===== config.mk =====
export PLATFORM = sky130hd
export DESIGN_NAME = bus_word_stager
export DESIGN_NICKNAME = d
export VERILOG_FILES = /design/src/rtl/stagebuf_pkg.sv /design/src/rtl/sb_ring.sv /design/src/rtl/sb_fill_ctrl.sv /design/src/rtl/sb_drain_track.sv /design/src/rtl/bus_word_stager.sv
export SDC_FILE = /design/constraint.sdc
export NUM_CORES = 2
export LEC_CHECK = 0
export BUFFER_PORTS_ARGS = -buffer_cell sky130_fd_sc_hd__buf_4
export CAP_MARGIN = 30
export CORE_ASPECT_RATIO = 0.75
export CORE_MARGIN = 1.5
export CORE_UTILIZATION = 40
export CTS_CLUSTER_SIZE = 8
export DETAILED_ROUTE_END_ITERATION = 8
export PLACE_DENSITY = 0.57
export SLEW_MARGIN = 20
export SYNTH_ARGS = -nofsm -noshare
export SYNTH_HDL_FRONTEND = slang
export SYNTH_HIERARCHICAL = 1
export SYNTH_SLANG_ARGS = --single-unit

===== constraint.sdc =====
create_clock -name clk -period 8.8 [get_ports clk]
set_input_delay 1.76 -clock clk [delete_from_list [all_inputs] [get_ports clk]]
set_output_delay 1.76 -clock clk [all_outputs]
set_load 0.03 [all_outputs]

===== src/rtl/stagebuf_pkg.sv =====
package stagebuf_pkg;

    localparam int unsigned BYTE_W = 8;
    localparam int unsigned WORD_W = BYTE_W + 1;

    typedef struct packed {
        logic              par;
        logic [BYTE_W-1:0] data;
    } bus_word_t;

    // odd parity across all nine bits
    function automatic bus_word_t encode_byte(input logic [BYTE_W-1:0] b);
        bus_word_t w;
        w.data = b;
        w.par  = ~^b;
        return w;
    endfunction

    // word for byte zero with the parity bit flipped
    function automatic bus_word_t poison_word();
        bus_word_t w;
        w     = encode_byte('0);
        w.par = ~w.par;
        return w;
    endfunction

endpackage


===== src/rtl/sb_ring.sv =====
module sb_ring
    import stagebuf_pkg::*;
#(
    parameter int unsigned DEPTH = 256,
    localparam int unsigned IDXW = $clog2(DEPTH)
) (
    input  logic            clk,
    input  logic            wa_en,
    input  logic [IDXW-1:0] wa_addr,
    input  bus_word_t       wa_word,
    input  logic            wb_en,
    input  logic [IDXW-1:0] wb_addr,
    input  bus_word_t       wb_word,
    input  logic            rd_en,
    input  logic [IDXW-1:0] rd_addr,
    output bus_word_t       rd_word
);

    bus_word_t slots [DEPTH];
    bus_word_t rd_q;

    always_ff @(posedge clk) begin
        if (wa_en) slots[wa_addr] <= wa_word;
        if (wb_en) slots[wb_addr] <= wb_word;
        if (rd_en) rd_q <= slots[rd_addr];
    end

    assign rd_word = rd_q;

endmodule


===== src/rtl/sb_fill_ctrl.sv =====
module sb_fill_ctrl
    import stagebuf_pkg::*;
#(
    parameter int unsigned DEPTH = 256,
    localparam int unsigned IDXW = $clog2(DEPTH),
    localparam int unsigned PTRW = IDXW + 2,
    localparam int unsigned HALF = DEPTH / 2
) (
    input  logic            clk,
    input  logic            rst,
    input  logic            restart,
    input  logic            aborted,
    input  logic            window_adv,
    input  logic            src_valid,
    input  logic            src_last,
    output logic            src_ready,
    output logic            wr_en,
    output logic [IDXW-1:0] wr_addr,
    output logic            poison_en,
    output logic [IDXW-1:0] poison_addr,
    output logic            incomplete
);

    logic [PTRW-1:0] wr_ptr, lim_ptr, room, nxt_ptr;
    logic            short_q;

    assign room      = lim_ptr - wr_ptr;
    assign nxt_ptr   = wr_ptr + PTRW'(1);
    assign src_ready = !short_q && !aborted && !restart && (room != '0);
    assign wr_en     = src_valid && src_ready;
    assign wr_addr   = wr_ptr[IDXW-1:0];
    assign poison_en = wr_en && src_last && (room != PTRW'(1));
    assign poison_addr = nxt_ptr[IDXW-1:0];
    assign incomplete  = short_q;

    always_ff @(posedge clk) begin
        if (rst || restart) begin
            wr_ptr  <= '0;
            lim_ptr <= PTRW'(DEPTH);
            short_q <= 1'b0;
        end else begin
            if (wr_en)      wr_ptr  <= nxt_ptr;
            if (window_adv) lim_ptr <= lim_ptr + PTRW'(HALF);
            if (poison_en)  short_q <= 1'b1;
        end
    end


    incomplete_hold_chk: assert property (@(posedge clk) disable iff (rst)
        (short_q && !restart) |=> short_q);


    incomplete_cause_chk: assert property (@(posedge clk) disable iff (rst)
        $rose(short_q) |-> $past(src_valid && src_last));


    restart_window_chk: assert property (@(posedge clk) disable iff (rst)
        restart |=> (wr_ptr == '0 && lim_ptr == PTRW'(DEPTH) && !short_q));

endmodule


===== src/rtl/sb_drain_track.sv =====
module sb_drain_track #(
    parameter int unsigned DEPTH = 256,
    localparam int unsigned IDXW = $clog2(DEPTH),
    localparam int unsigned HALF = DEPTH / 2
) (
    input  logic            clk,
    input  logic            rst,
    input  logic            restart,
    input  logic            rd_req,
    input  logic            drain_ack,
    output logic            rd_fire,
    output logic [IDXW-1:0] rd_addr,
    output logic            rd_valid,
    output logic            window_adv,
    output logic            half_evt,
    output logic            full_evt,
    output logic            overrun
);

    logic [IDXW-1:0] rd_idx;
    logic half_q, full_q, over_q, valid_q;
    logic set_half, set_full, ack_ok, clr_half, clr_full, half_n, full_n;

    assign rd_fire  = rd_req && !over_q && !restart;
    assign set_half = rd_fire && (rd_idx == IDXW'(HALF - 1));
    assign set_full = rd_fire && (rd_idx == IDXW'(DEPTH - 1));
    assign ack_ok   = drain_ack && !over_q && !restart && (half_q || full_q);
    assign clr_half = ack_ok && half_q;
    assign clr_full = ack_ok && !half_q && full_q;
    assign half_n   = (half_q && !clr_half) || set_half;
    assign full_n   = (full_q && !clr_full) || set_full;

    always_ff @(posedge clk) begin
        if (rst || restart) begin
            rd_idx  <= '0;
            half_q  <= 1'b0;
            full_q  <= 1'b0;
            over_q  <= 1'b0;
            valid_q <= 1'b0;
        end else begin
            if (rd_fire) rd_idx <= rd_idx + IDXW'(1);
            half_q  <= half_n;
            full_q  <= full_n;
            over_q  <= over_q || (half_n && full_n);
            valid_q <= rd_fire;
        end
    end

    assign rd_addr    = rd_idx;
    assign rd_valid   = valid_q;
    assign window_adv = ack_ok;
    assign half_evt   = half_q;
    assign full_evt   = full_q;
    assign overrun    = over_q;


    half_from_read_chk: assert property (@(posedge clk) disable iff (rst)
        $rose(half_q) |-> $past(rd_req && rd_idx == IDXW'(HALF - 1)));


    full_from_read_chk: assert property (@(posedge clk) disable iff (rst)
        $rose(full_q) |-> $past(rd_req && rd_idx == IDXW'(DEPTH - 1)));


    overrun_sticky_chk: assert property (@(posedge clk) disable iff (rst)
        (over_q && !restart) |=> over_q);


    overrun_blocks_read_chk: assert property (@(posedge clk) disable iff (rst)
        over_q |=> !valid_q);

endmodule


===== src/rtl/bus_word_stager.sv =====
module bus_word_stager
    import stagebuf_pkg::*;
#(
    parameter int unsigned DEPTH = 256,
    localparam int unsigned IDXW = $clog2(DEPTH)
) (
    input  logic              clk,
    input  logic              rst,
    input  logic              src_valid,
    input  logic [BYTE_W-1:0] src_byte,
    input  logic              src_last,
    output logic              src_ready,
    input  logic              drain_ack,
    input  logic              restart,
    input  logic              rd_req,
    output logic              rd_valid,
    output logic [WORD_W-1:0] rd_word,
    output logic              half_evt,
    output logic              full_evt,
    output logic              overrun,
    output logic              incomplete
);

    logic            wr_en, poison_en, rd_fire, window_adv;
    logic [IDXW-1:0] wr_addr, poison_addr, rd_addr;
    bus_word_t       rd_w;

    sb_fill_ctrl #(.DEPTH(DEPTH)) u_fill (
        .clk        (clk),
        .rst        (rst),
        .restart    (restart),
        .aborted    (overrun),
        .window_adv (window_adv),
        .src_valid  (src_valid),
        .src_last   (src_last),
        .src_ready  (src_ready),
        .wr_en      (wr_en),
        .wr_addr    (wr_addr),
        .poison_en  (poison_en),
        .poison_addr(poison_addr),
        .incomplete (incomplete)
    );

    sb_drain_track #(.DEPTH(DEPTH)) u_drain (
        .clk        (clk),
        .rst        (rst),
        .restart    (restart),
        .rd_req     (rd_req),
        .drain_ack  (drain_ack),
        .rd_fire    (rd_fire),
        .rd_addr    (rd_addr),
        .rd_valid   (rd_valid),
        .window_adv (window_adv),
        .half_evt   (half_evt),
        .full_evt   (full_evt),
        .overrun    (overrun)
    );

    sb_ring #(.DEPTH(DEPTH)) u_ring (
        .clk     (clk),
        .wa_en   (wr_en),
        .wa_addr (wr_addr),
        .wa_word (encode_byte(src_byte)),
        .wb_en   (poison_en),
        .wb_addr (poison_addr),
        .wb_word (poison_word()),
        .rd_en   (rd_fire),
        .rd_addr (rd_addr),
        .rd_word (rd_w)
    );

    assign rd_word = rd_w;


    poison_follows_last_chk: assert property (@(posedge clk) disable iff (rst)
        poison_en |-> (src_valid && src_last && src_ready && poison_addr != wr_addr));


    overrun_stops_source_chk: assert property (@(posedge clk) disable iff (rst)
        overrun |-> !src_ready);

endmodule


==> flow_summary.ini <==
[global_route]
antenna_found_initial = 34
maximum_number_of_pins_on_one_net_before_global_route_repair = 125
grt_pass1_wl_um = 625200
grt_util_all_layers = 0.2902
global_route.overflow_total = 0
first_global_vias = 75500

[logic_synthesis]
synthFlopType = edfxtp_1
post_synth_instance_area_sq_um = 121300
async_reset_ff_frac = 0
synthDistinctLibCells = 83
netlist.area_leader.share = 0.5726
number_of_flops_mapped_to_enable_cells_by_yosys = 2313
synth_seq_cells = 2339
post_synth_main_area_contributors = edfxtp_1 57%, mux2_2 21%, mux4_2 8.4%, clkbuf_1 2.0%, mux2i_1 1.9%
synth.yosys.seq_area_share = 0.5769
synth_top_cell_by_area = edfxtp_1
syn-instance-count = 7699
post_synth.cell_area_avg_sq_um = 15.75
yosysWarningCount = 6

[power]
p_per_area_nw_per_um2 = 193.5
static-leakage-power_nw = 41.48
worst_vdd_drop_mv = 0.1544

[floorplanning]
die_h_um = 479.9
initial_utilization = 0.4034
num_io_pins = 30
std_cell_rows = 174
floorplan.die_area_sq_um = 306600
core-area_sq_um = 300700
die_width_um = 638.9

[detailed_routing]
routed_wire_length_per_instance_um = 38.97
wl_um = 457800
ant_nets = 0
detailedRoute.firstIterationViolations = 12120
via_count = 78540
drt_pre_antenna_iters = 6
total_drc_errors_in_the_routed_layout = 0
vias_per_cell = 6.685

[clock_network]
clockRootBuffer = clkbuf_16
clk_pin_slew_worst_paths_ns = 0.05
post-cts-setup-buffer-count = 0
clkLatencyLatePin_ns = 0.91
cts_inserted_buffers = 334
htree_num_levels = 5
cts_max_path_buffers = 4
cts-hold-fix-buffers = 0
cts_repair_resizes = 0
clock_sinks = 2339
cts_tree = yes

[sta]
rsz0062_at_grt = false
worst_clock_skew_ns = 0.05490
fmaxAchievable_mhz = 155.1
tns_ns = 0
worst_pin_slew_ns = 1.216
setup_viol = 0
timing.max_slew.rel_slack = 0.1867
post-route-min-period_ns = 6.446
timing_max_transition_violations_final = 0
post-route-period-util = 0.7325
report.final.hold_viol_count = 0

[cells_and_area]
area.growth.synth_to_final_pct = 11.54
mostFrequentLayoutCells = 2313 x edfxtp_1, 2307 x mux2_2, 451 x mux4_2, 343 x clkbuf_16, 318 x buf_4
mostFrequentLayoutCell = edfxtp_1
layout-drive-gt1-share = 0.4723
fillers = 26190
end_of_flow_core_utilization = 0.4500
finalNetCount = 7625

[status]
run_status = finished, final reports clean

[setup_path]
regToRegEndpoint = u_ring/slots[2][3]
crit_path_max_fanout = 18
critPathKind = flip-flop to output pin
start_kind = flip-flop
cp.required_ns = 7.04
ff2ff_path_depth = 11
r2r_setup_slack_ns = 2.57
timing.rr.start = u_fill/wr_ptr[0]
crit_path_end_kind = output pin
worst_ep_arrival_time_ns = 4.69

[placement]
io_buffers = 29
detailed_place_hpwl_um = 263100
finalWeightedCongestion = 0.9014

[min_path]
worst_hold_startpoint = u_fill/wr_ptr[8]
whs_endpoint = u_fill/wr_ptr[8]
worstHoldPathType = flip-flop to flip-flop
holdPathStages = 2

[flow_run]
maxCapViolations = 0
[sequential cells by signal, summed over array words and instances (netlist names)]
signal and cells:
u_ring/slots 2304, u_fill/incomplete 1, u_drain/rd_valid 1, u_drain/overrun 1
u_ring/rd_word 9, u_drain/full_evt 1, u_drain/half_evt 1, u_drain/rd_addr 8
u_fill/wr_ptr 10, u_fill/lim_ptr 3
[layout make-up]
class                   count  area, sq um  area share
clock inverters            14        170.2    0.001258
diodes                     21        52.55   0.0003884
repair buffers            403         3354     0.02479
well taps                4048         5065     0.03744
inverters                  10        37.54   0.0002774
multi-input cells        4515        47820      0.3534
clock buffers             399         8803     0.06507
flip-flops and latches   2339        69990      0.5173
[logic make-up after synthesis]
family	count (synthesis)	share of synthesized area
flip-flops	2339	0.5769
buffers and inverters	880	0.03314
XOR/XNOR	23	0.001661
AO/OA/AOI/OAI	782	0.04315
adder cells (fa/ha/maj)	7	0.0007220
other	1	0.00003092
multiplexers	2998	0.3191
AND/OR/NAND/NOR	669	0.02533
[worst max path at each step]
stage | start | endpoint | depth (start not counted)
after detailed placement | restart | u_ring/slots[95][3] | 9
after global routing | u_fill/wr_ptr[0] | src_ready | 8
after CTS | u_fill/wr_ptr[0] | src_ready | 8
final | u_fill/wr_ptr[0] | src_ready | 8
after floorplan | restart | u_ring/slots[132][0] | 10
after global placement | restart | u_ring/slots[225][8] | 10
[synthesized netlist by cell type, types with 4 or more instances]
cell	count
mux4_2	451
nand4_1	9
a211o_1	6
buf_1	32
mux2_2	2307
clkbuf_1	662
a22o_1	28
or2_2	9
o21a_1	8
a31oi_1	13
edfxtp_1	2313
xor2_1	6
nor2_1	230
nor3_1	41
a22oi_1	133
buf_2	81
ha_1	7
o21ai_0	149
dfxtp_1	26
and3_1	9
nor2b_1	26
nand3_1	50
a21oi_1	111
and2_1	25
a221oi_1	39
xnor2_1	17
o22ai_1	174
a211oi_1	19
or3_1	4
inv_1	7
mux2i_1	230
nand2b_1	18
buf_4	42
mux4_1	10
nor4_1	22
nand3b_1	5
o32ai_1	11
buf_6	38
o211ai_1	4
a32oi_1	7
o221ai_1	53
buf_8	8
clkbuf_8	5
nand2_1	200
[critical path: stages, from the launching register on]
cell	delay, ns
dfxtp_1	0.82
inv_1	0.52
ha_1	0.37
nor2b_1	0.20
a311oi_1	0.45
o21ai_2	0.12
a2111oi_4	0.74
and2b_2	0.37
buf_4	0.19
[routing by layer]
metal,vias up,part of all wire,wire [um],track usage
met2,5526,0.42,192400,0.4140
met5,-,0.00033,153,0
met1,41720,0.41,189200,0.4200
met4,22,0.038,17380,0.09982
li1,30440,-,-,-
met3,844,0.13,58760,0.08511
[power breakdown]
part           internal (mW)  switching, mW  total (mW)
combinational          0.858           1.19        2.05
sequential              12.4        0.00980        12.4
clock                   6.92           4.80        11.7
[metrics by stage]
step	total power [mW]	cells	cell area (sq um)	hold WS, ns	setup WS, ns
finish	26.18	11750	135300	0.4659	2.354
global route	26.76	11740	135300	0.5029	2.207
CTS	26.04	11660	134700	0.4680	2.453
detailed placement	14.39	11240	125700	0.4610	2.396
global placement	14.34	11160	124900	0.4557	2.242
floorplan	13.97	7734	121400	0.4380	4.431
Note: power is estimated with default switching activity, not from simulation.
